`src/rtl/hdi_pkg.sv`:
```
package hdi_pkg;
    typedef enum logic [0:0] {
        ST_IDLE  = 1'b0,
        ST_SWEEP = 1'b1
    } hdi_state_e;
endpackage

```
`src/rtl/hdi_hash.sv`:
```
module hdi_hash #(
    parameter int LBA_W = 16,
    parameter int IDX_W = 4,
    parameter int K     = 2
) (
    input  logic [LBA_W-1:0]   lba,
    output logic [K*IDX_W-1:0] idx
);
    for (genvar k = 0; k < K; k++) begin : g_mix
        localparam logic [31:0]      MUL32 = 32'h9E37 + 32'(k) * 32'h3C6E;
        localparam logic [LBA_W-1:0] MUL   = MUL32[LBA_W-1:0] | LBA_W'(1);
        logic [LBA_W-1:0] prod;
        assign prod = lba * MUL;
        assign idx[k*IDX_W +: IDX_W] = prod[LBA_W-1 -: IDX_W];
    end
endmodule

```
`src/rtl/hdi_table.sv`:
```
module hdi_table #(
    parameter int IDX_W = 4,
    parameter int C     = 4,
    parameter int K     = 2
) (
    input  logic                 clk,
    input  logic                 rst,
    input  logic                 inc_en,
    input  logic                 enh,
    input  logic [K*IDX_W-1:0]   idx,
    input  logic                 halve_en,
    input  logic [IDX_W-1:0]     halve_ptr,
    output logic [(1<<IDX_W)*C-1:0] cnt_flat
);
    localparam int M = 1 << IDX_W;
    localparam logic [C-1:0] CMAX = '1;

    logic [C-1:0] min_val;

    always_comb begin
        min_val = CMAX;
        for (int k = 0; k < K; k++) begin
            if (cnt_flat[int'(idx[k*IDX_W +: IDX_W])*C +: C] < min_val)
                min_val = cnt_flat[int'(idx[k*IDX_W +: IDX_W])*C +: C];
        end
    end

    for (genvar j = 0; j < M; j++) begin : g_ent
        logic [C-1:0] val;
        logic         hit;
        logic         bump;

        always_comb begin
            hit = 1'b0;
            for (int k = 0; k < K; k++)
                if (idx[k*IDX_W +: IDX_W] == IDX_W'(j)) hit = 1'b1;
        end

        assign bump = inc_en && hit && (!enh || val == min_val) && val != CMAX;

        always_ff @(posedge clk) begin
            if (rst)
                val <= '0;
            else if (halve_en && halve_ptr == IDX_W'(j))
                val <= val >> 1;
            else if (bump)
                val <= val + 1'b1;
        end

        assign cnt_flat[j*C +: C] = val;
    end
endmodule

```
`src/rtl/hot_id_filter.sv`:
```
module hot_id_filter #(
    parameter int LBA_W = 16,
    parameter int IDX_W = 4,
    parameter int K     = 2,
    parameter int C     = 4,
    parameter int PER_W = 16,
    parameter int HB_W  = $clog2(C + 1)
) (
    input  logic             clk,
    input  logic             rst,
    input  logic             enh_mode,
    input  logic [PER_W-1:0] decay_period,
    input  logic [HB_W-1:0]  hot_bits,
    input  logic             upd_valid,
    input  logic [LBA_W-1:0] upd_lba,
    output logic             upd_ready,
    input  logic             chk_valid,
    input  logic [LBA_W-1:0] chk_lba,
    output logic             chk_ready,
    output logic             res_valid,
    output logic             res_hot
);
    import hdi_pkg::*;

    localparam int M = 1 << IDX_W;

    hdi_state_e state, state_nx;
    logic [PER_W-1:0]   wcnt;
    logic [IDX_W-1:0]   ptr;
    logic [K*IDX_W-1:0] uidx, cidx;
    logic [M*C-1:0]     cnt_flat;
    logic               wr_acc, chk_acc, trigger, sweeping, hot_now;
    logic [PER_W-1:0]   wcnt_inc;

    hdi_hash #(.LBA_W(LBA_W), .IDX_W(IDX_W), .K(K)) u_hash_upd (.lba(upd_lba), .idx(uidx));
    hdi_hash #(.LBA_W(LBA_W), .IDX_W(IDX_W), .K(K)) u_hash_chk (.lba(chk_lba), .idx(cidx));

    hdi_table #(.IDX_W(IDX_W), .C(C), .K(K)) u_table (
        .clk      (clk),
        .rst      (rst),
        .inc_en   (wr_acc),
        .enh      (enh_mode),
        .idx      (uidx),
        .halve_en (sweeping),
        .halve_ptr(ptr),
        .cnt_flat (cnt_flat)
    );

    // outputs of the controller
    always_comb begin
        upd_ready = (state == ST_IDLE);
        chk_ready = (state == ST_IDLE);
        sweeping  = (state == ST_SWEEP);
    end

    assign wr_acc   = upd_valid && upd_ready;
    assign chk_acc  = chk_valid && chk_ready;
    assign wcnt_inc = wcnt + 1'b1;
    assign trigger  = wr_acc && (decay_period != '0) && (wcnt_inc >= decay_period);

    // next-state logic
    always_comb begin
        state_nx = state;
        unique case (state)
            ST_IDLE:  if (trigger) state_nx = ST_SWEEP;
            ST_SWEEP: if (ptr == IDX_W'(M - 1)) state_nx = ST_IDLE;
            default:  state_nx = ST_IDLE;
        endcase
    end

    // state register and sweep/write counters
    always_ff @(posedge clk) begin
        if (rst) begin
            state <= ST_IDLE;
            ptr   <= '0;
            wcnt  <= '0;
        end else begin
            state <= state_nx;
            if (sweeping) ptr <= ptr + 1'b1;
            if (wr_acc) wcnt <= trigger ? '0 : wcnt_inc;
        end
    end

    // hot test against the counters before this cycle's update
    always_comb begin
        int h, sh;
        h = (int'(hot_bits) > C) ? C : int'(hot_bits);
        sh = C - h;
        hot_now = (h != 0);
        for (int k = 0; k < K; k++) begin
            if ((cnt_flat[int'(cidx[k*IDX_W +: IDX_W])*C +: C] >> sh) == '0)
                hot_now = 1'b0;
        end
    end

    always_ff @(posedge clk) begin
        if (rst) begin
            res_valid <= 1'b0;
            res_hot   <= 1'b0;
        end else begin
            res_valid <= chk_acc;
            res_hot   <= chk_acc && hot_now;
        end
    end
endmodule

```
`config.mk`:
```
export PLATFORM = sky130hd
export DESIGN_NAME = hot_id_filter
export DESIGN_NICKNAME = d
export VERILOG_FILES = /design/src/rtl/hdi_pkg.sv /design/src/rtl/hdi_hash.sv /design/src/rtl/hdi_table.sv /design/src/rtl/hot_id_filter.sv
export SDC_FILE = /design/constraint.sdc
export NUM_CORES = 1
export LEC_CHECK = 0
export ABC_AREA = 1
export BUFFER_PORTS_ARGS = -buffer_cell sky130_fd_sc_hd__buf_4
export CAP_MARGIN = 40
export CORE_AREA = 2 2 194 158
export CTS_CLUSTER_SIZE = 24
export DETAILED_ROUTE_END_ITERATION = 16
export DIE_AREA = 0 0 196 160
export HOLD_SLACK_MARGIN = 0.05
export PLACE_DENSITY = 0.83
export SLEW_MARGIN = 20
export SYNTH_ARGS = -nofsm -noshare
export SYNTH_HDL_FRONTEND = slang
export SYNTH_HIERARCHICAL = 1
export SYNTH_SLANG_ARGS = --single-unit
```
`constraint.sdc`:
```
create_clock -name clk -period 8.6 [get_ports clk]
set_clock_uncertainty 0.15 [all_clocks]
set_input_delay 0.86 -clock clk [delete_from_list [all_inputs] [get_ports clk]]
set_output_delay 0.86 -clock clk [all_outputs]
set_load 0.03 [all_outputs]
```
==> results of run 1 <==
==> sequential cells by signal, summed over array words and instances, names as in the netlist <==
register           flops
res_valid              1
u_table/g_ent.val     64
ptr                    4
state                  1
res_hot                1
wcnt                  16
==> cell families after synthesis <==
family	count (synthesis)	share of synthesized area, %
AO/OA/AOI/OAI	366	10.56
XOR/XNOR	84	3.899
adder cells (fa/ha/maj)	408	32.31
buffers and inverters	624	13.04
flip-flops	87	9.231
AND/OR/NAND/NOR	1341	30.96
==> tightest hold or removal path: cells and delay by family, from the launching register on <==
| kind | cells | cell delay [ns] |
|---|---|---|
| AOI/OAI and AO/OA | 1 | 0.05 |
| DFF | 1 | 0.33 |
| and+or+nand+nor | 1 | 0.06 |
==> area by class of cell <==
| type | instances | area [µm²] |
|---|---|---|
| flip-flops and latches | 87 | 1742 |
| multi-input cells | 2199 | 14680 |
| repair buffers | 75 | 590.6 |
| fillers | 2649 | 9784 |
| well taps | 383 | 479.2 |
| inverters | 557 | 2091 |
| clock buffers | 9 | 225.2 |
| clock inverters | 7 | 75.07 |
==> layer usage <==
| layer | vias to the layer above | share of wire (%) | global-route usage, % |
|---|---|---|---|
| met5 | - | 0 | 0 |
| met4 | 0 | 3.7 | 12.98 |
| met3 | 184 | 9.6 | 5.913 |
| met2 | 1014 | 44 | 59.07 |
| met1 | 8836 | 43 | 50.09 |
| li1 | 9222 | - | - |
==> metrics by stage <==
stage               hold WS [ns]  cell area, µm²
finish                    0.3386           19880
global route              0.3532           19880
CTS                       0.3381           19880
detailed placement        0.3263           19580
global placement          0.3179           19540
floorplan                 0.3087           18870
==> cells in the mapped netlist, types with 10 or more instances <==
| master | n |
|---|---|
| nand2_1 | 786 |
| ha_1 | 276 |
| buf_2 | 25 |
| nor2_2 | 17 |
| nand4_1 | 13 |
| clkbuf_1 | 22 |
| xor2_1 | 49 |
| a22oi_1 | 13 |
| xnor2_1 | 35 |
| nand2_2 | 29 |
| inv_2 | 18 |
| nand2_4 | 10 |
| nand3_1 | 281 |
| o21ai_1 | 16 |
| a21oi_1 | 147 |
| nor2_1 | 159 |
| buf_4 | 15 |
| dfxtp_1 | 87 |
| fa_1 | 132 |
| or2_2 | 16 |
| inv_1 | 532 |
| o22ai_1 | 24 |
| o21ai_0 | 133 |
==> path summary, 6_finish.rpt <==
check	end	depth (start not counted)
hold / removal	wcnt[15]	2
hold reg to reg	wcnt[15]	2
setup reg to reg	u_table/g_ent[8].val[1]	20
setup / recovery	u_table/g_ent[8].val[1]	33
==> summary.md, run 1 <==
| Metric | Value |
|---|---|
| Post-synth top flop | `dfxtp_1` |
| Initial antenna violation count | `0` |
| Util after Layout | `67.02%` |
| Full die area | `0.03136 mm²` |
| Setup Buffers After CTS | `0` |
| Synth area leaders | `ha_1 18%, nand2_1 16%, fa_1 14%` |
| Clock Latency Late Sink | `0.36 ns` |
| Fin crit share | `95.95%` |
| Maximum fanout along the worst path | `16` |
| Worst reg2reg startpoint | `u_table/g_ent[5].val[2]` |
| I/O pin cnt | `60` |
| Port Buf Inserts | `59` |
| Initial core utilization | `63.60%` |
| Share of cells above drive strength 1 | `6.987%` |
| Final antenna diode count | `0` |
| CTS Sinks | `87` |
| DRT Wirelength | `56.93 mm` |
| Clock Tree Buf Depth | `2` |
| Syn Nets | `3,374` |
| Post-route ant nets | `0` |
| Worst setup margin | `0.3480 ns` |
| Setup TNS | `0 ns` |
| Final hold viol count | `0` |
| Post-DP HPWL | `44.72 mm` |
| Final GP Congestion | `1.046` |
| R2r setup slk | `4.71 ns` |
| Total GRT Usage | `36.72%` |
| Total grt overflow | `0` |
| Drc violations | `0` |
| Synth unique cells | `49` |
| Core Region | `0.02967 mm²` |
| Synthesized instance count | `2,910` |
| DR WL/cell | `17.16 µm` |
| Hold path startpoint | `wcnt[15]` |
| Synth Warn # | `6` |
| Worst Setup SP | `upd_lba[2]` |
| Placed cell count | `3,301` |
| Crit start category | `input pin` |
| Via count | `19,260` |
| CP top delay family | `adder cells` |
| RSZ-0062 raised after global routing | `false` |
| Die Ht | `160 µm` |
| Cts bufs inserted | `9` |
| Rows | `57` |
| Number of global-route vias before repair | `18,320` |
| Worst stage delay on the critical path | `0.63 ns` |
| Syn Area/Cell | `6.484 µm²` |
| Final cell count without fillers | `3,317` |
| WS Path Type | `in -> reg` |
| Critical Path End Type | `register` |
| Worst path buffer plus inverter count | `6` |
| Number of flops mapped to enable cells by yosys | `0` |
| Area share of the largest cell type after synthesis | `18.30%` |
| Worst hold path type | `reg -> reg` |
| CTS tree | `built` |
| Post-synth top area cell | `ha_1` |
| Synth async-reset ratio | `0%` |
| Measured slew at the worst slew-check pin | `0.8963 ns` |
| CTS root buffer | `clkbuf_16` |
| Most common cell after layout, fill and taps aside | `nand2_1` |
| Drt first pass iters | `6` |
| Crit path max-delay cell type | `nor2_1` |
| H-tree levels | `3` |
| Seq/Total Area, Yosys | `9.231%` |
| Slew margin rel. | `40.04%` |
| Largest net degree at the start of global routing | `57` |
| Clock transition at path regs | `0.08 ns` |
| Area added between synthesis and finish | `5.385%` |
| Global-route wire length before repair | `92.89 mm` |
| MaxCap Viol Count | `0` |
| CTS Hold Bufs | `0` |
| Final net count | `3,393` |
| CP most frequent cell | `nand2_1` |
| Final setup violation count | `0` |
| Post_cts resized | `0` |
| Highest clock rate | `121.2 MHz` |
| Status | `finished clean` |
| DR vias/cell | `5.805` |
| Critical Path RT | `8.74 ns` |
| Commonest non-fill, non-tap cells in the layout | `786 x nand2_1, 532 x inv_1, 281 x nand3_1, 276 x ha_1, 159 x nor2_1` |
| Post-Place Setup Slack | `0.2379 ns` |
| Max Slew Vio Count | `0` |
| Worst EP arrival | `8.39 ns` |
| Initial DRC Count | `2,371` |
| Die Wd | `196 µm` |
| Mapped cell area | `0.01887 mm²` |
| Fin crit period | `8.252 ns` |
| Yosys reg bits | `87` |
Power of run 1 is left out: the tool's default activity adds up to more than one toggle a clock period on the data nets, which glitch-free logic cannot reach.
==> run 2: changes to the inputs <==
--- a/config.mk
+++ b/config.mk
@@ -13,7 +13,7 @@
 export DETAILED_ROUTE_END_ITERATION = 16
 export DIE_AREA = 0 0 196 160
 export HOLD_SLACK_MARGIN = 0.05
-export PLACE_DENSITY = 0.83
+export PLACE_DENSITY = 0.91
 export SLEW_MARGIN = 20
 export SYNTH_ARGS = -nofsm -noshare
 export SYNTH_HDL_FRONTEND = slang
==> summary.md, run 2 (synthesis gave the netlist of run 1 again) <==
| Metric | Value |
|---|---|
| Max Slew Vio Count | `0` |
| Final instance area | `0.01994 mm²` |
| Final net count | `3,395` |
| Post-placement cell area | `0.01960 mm²` |
| H-tree levels | `3` |
| CTS Sinks | `87` |
| CP most frequent cell | `nand2_1` |
| Met1 Wirelength | `24.25 mm` |
| Worst hold path type | `reg -> reg` |
| Full die area | `0.03136 mm²` |
| CTS tree | `built` |
| Final setup violation count | `0` |
| Cts bufs inserted | `9` |
| Worst EP arrival | `8.27 ns` |
| Most common cell after layout, fill and taps aside | `nand2_1` |
| Area of the multi-input gates | `0.01470 mm²` |
| Crit start category | `input pin` |
| Met3 wire length | `5.729 mm` |
| Highest clock rate | `122.9 MHz` |
| Worst stage delay on the critical path | `0.57 ns` |
| Status | `finished clean` |
| DRT Wirelength | `57.33 mm` |
| Share of cells above drive strength 1 | `7.084%` |
| Fin crit share | `94.58%` |
| Initial antenna violation count | `1` |
| Initial core utilization | `63.60%` |
| Drt first pass iters | `8` |
| Util after Layout | `67.21%` |
| Clock transition at path regs | `0.07 ns` |
| Cell count of the worst reg-to-reg path | `20` |
| I/O pin cnt | `60` |
| Number of global-route vias before repair | `18,240` |
| Critical Path End Type | `register` |
| Crit path max-delay cell type | `fa_1` |
| Port Buf Inserts | `59` |
| Hold path cells | `2` |
| Final-layout fill cell count | `2,516` |
| Largest net degree at the start of global routing | `57` |
| Final GP Congestion | `1.084` |
| Area added between synthesis and finish | `5.683%` |
| Commonest non-fill, non-tap cells in the layout | `786 x nand2_1, 532 x inv_1, 281 x nand3_1, 276 x ha_1, 158 x nor2_1` |
| Core Region | `0.02967 mm²` |
| Largest register by flop count | `u_table/g_ent.val` |
| Total grt overflow | `0` |
| Rows | `57` |
| WS Path Type | `in -> reg` |
| Clock Tree Buf Depth | `2` |
| Measured slew at the worst slew-check pin | `0.9100 ns` |
| Die Ht | `160 µm` |
| Post-route ant nets | `0` |
| Worst setup margin | `0.4659 ns` |
| MaxCap Viol Count | `0` |
| Critical Path RT | `8.74 ns` |
| CTS root buffer | `clkbuf_16` |
| Setup TNS | `0 ns` |
| Largest regs | `u_table/g_ent.val x64, wcnt x16, ptr x4` |
| Seq. cell area | `0.001742 mm²` |
| Post-DP HPWL | `45.68 mm` |
| Clock Latency Late Sink | `0.37 ns` |
| Die Wd | `196 µm` |
| Fin crit period | `8.134 ns` |
| DR vias/cell | `5.785` |
| DR WL/cell | `17.27 µm` |
| Via count | `19,210` |
| Max reg flops | `64` |
| RSZ-0062 raised after global routing | `false` |
| Global-route wire length before repair | `92.60 mm` |
| Max layer used | `met4` |
| Final hold viol count | `0` |
| Maximum fanout along the worst path | `16` |
| Initial DRC Count | `2,137` |
| Slew margin rel. | `39.13%` |
| Post-Place Setup Slack | `-0.03895 ns` |
| Total GRT Usage | `36.71%` |
| DR WL met2 | `25.73 mm` |
| Drc violations | `0` |
run 2: repair_timing:
| item | CTS | global route |
|---|---|---|
| gates resized for setup | 0 | 3 |
| setup endpoints to repair | 0 | 36 |
| buffers inserted | 0 | 1 |
| hold buffers | 0 | 0 |
run 2: area by class of cell:
class / instances / share of cell area (%)
multi-input cells: 2199 / 73.71
inverters: 557 / 10.49
flip-flops and latches: 87 / 8.734
repair buffers: 77 / 3.162
well taps: 383 / 2.403
clock buffers: 9 / 1.129
clock inverters: 7 / 0.3639
diodes: 1 / 0.01255
run 2: critical path: cells and delay by family:
family	cells	cell delay [ns]
AO/OA/AOI/OAI	5	0.93
XOR/XNOR	1	0.15
adder cells (fa/ha/maj)	8	3.36
buffers and inverters	5	0.62
AND/OR/NAND/NOR	16	2.35
run 2: per-layer routing:
layer | global-route usage, % | vias up
li1 | - | 9222
met3 | 7.244 | 128
met5 | 0 | -
met1 | 49.27 | 8835
met2 | 59.87 | 1021
met4 | 11.26 | 0
run 2: worst paths after layout:
kind / to / from / slack [ns]
worst min register to register: wcnt[1] / wcnt[1] / 0.35
worst max register to register: u_table/g_ent[8].val[1] / u_table/g_ent[5].val[2] / 4.75
worst min-delay path: wcnt[1] / wcnt[1] / 0.35
worst max-delay path: u_table/g_ent[8].val[1] / upd_lba[1] / 0.47
run 2: stage by stage:
stage	hold WS [ns]	instances
after floorplan	0.3087	2910
after global placement	0.3192	3300
after detailed placement	0.3297	3302
after CTS	0.3411	3318
after global routing	0.3553	3319
final	0.3456	3320
Power of run 2 is left out for the same reason.
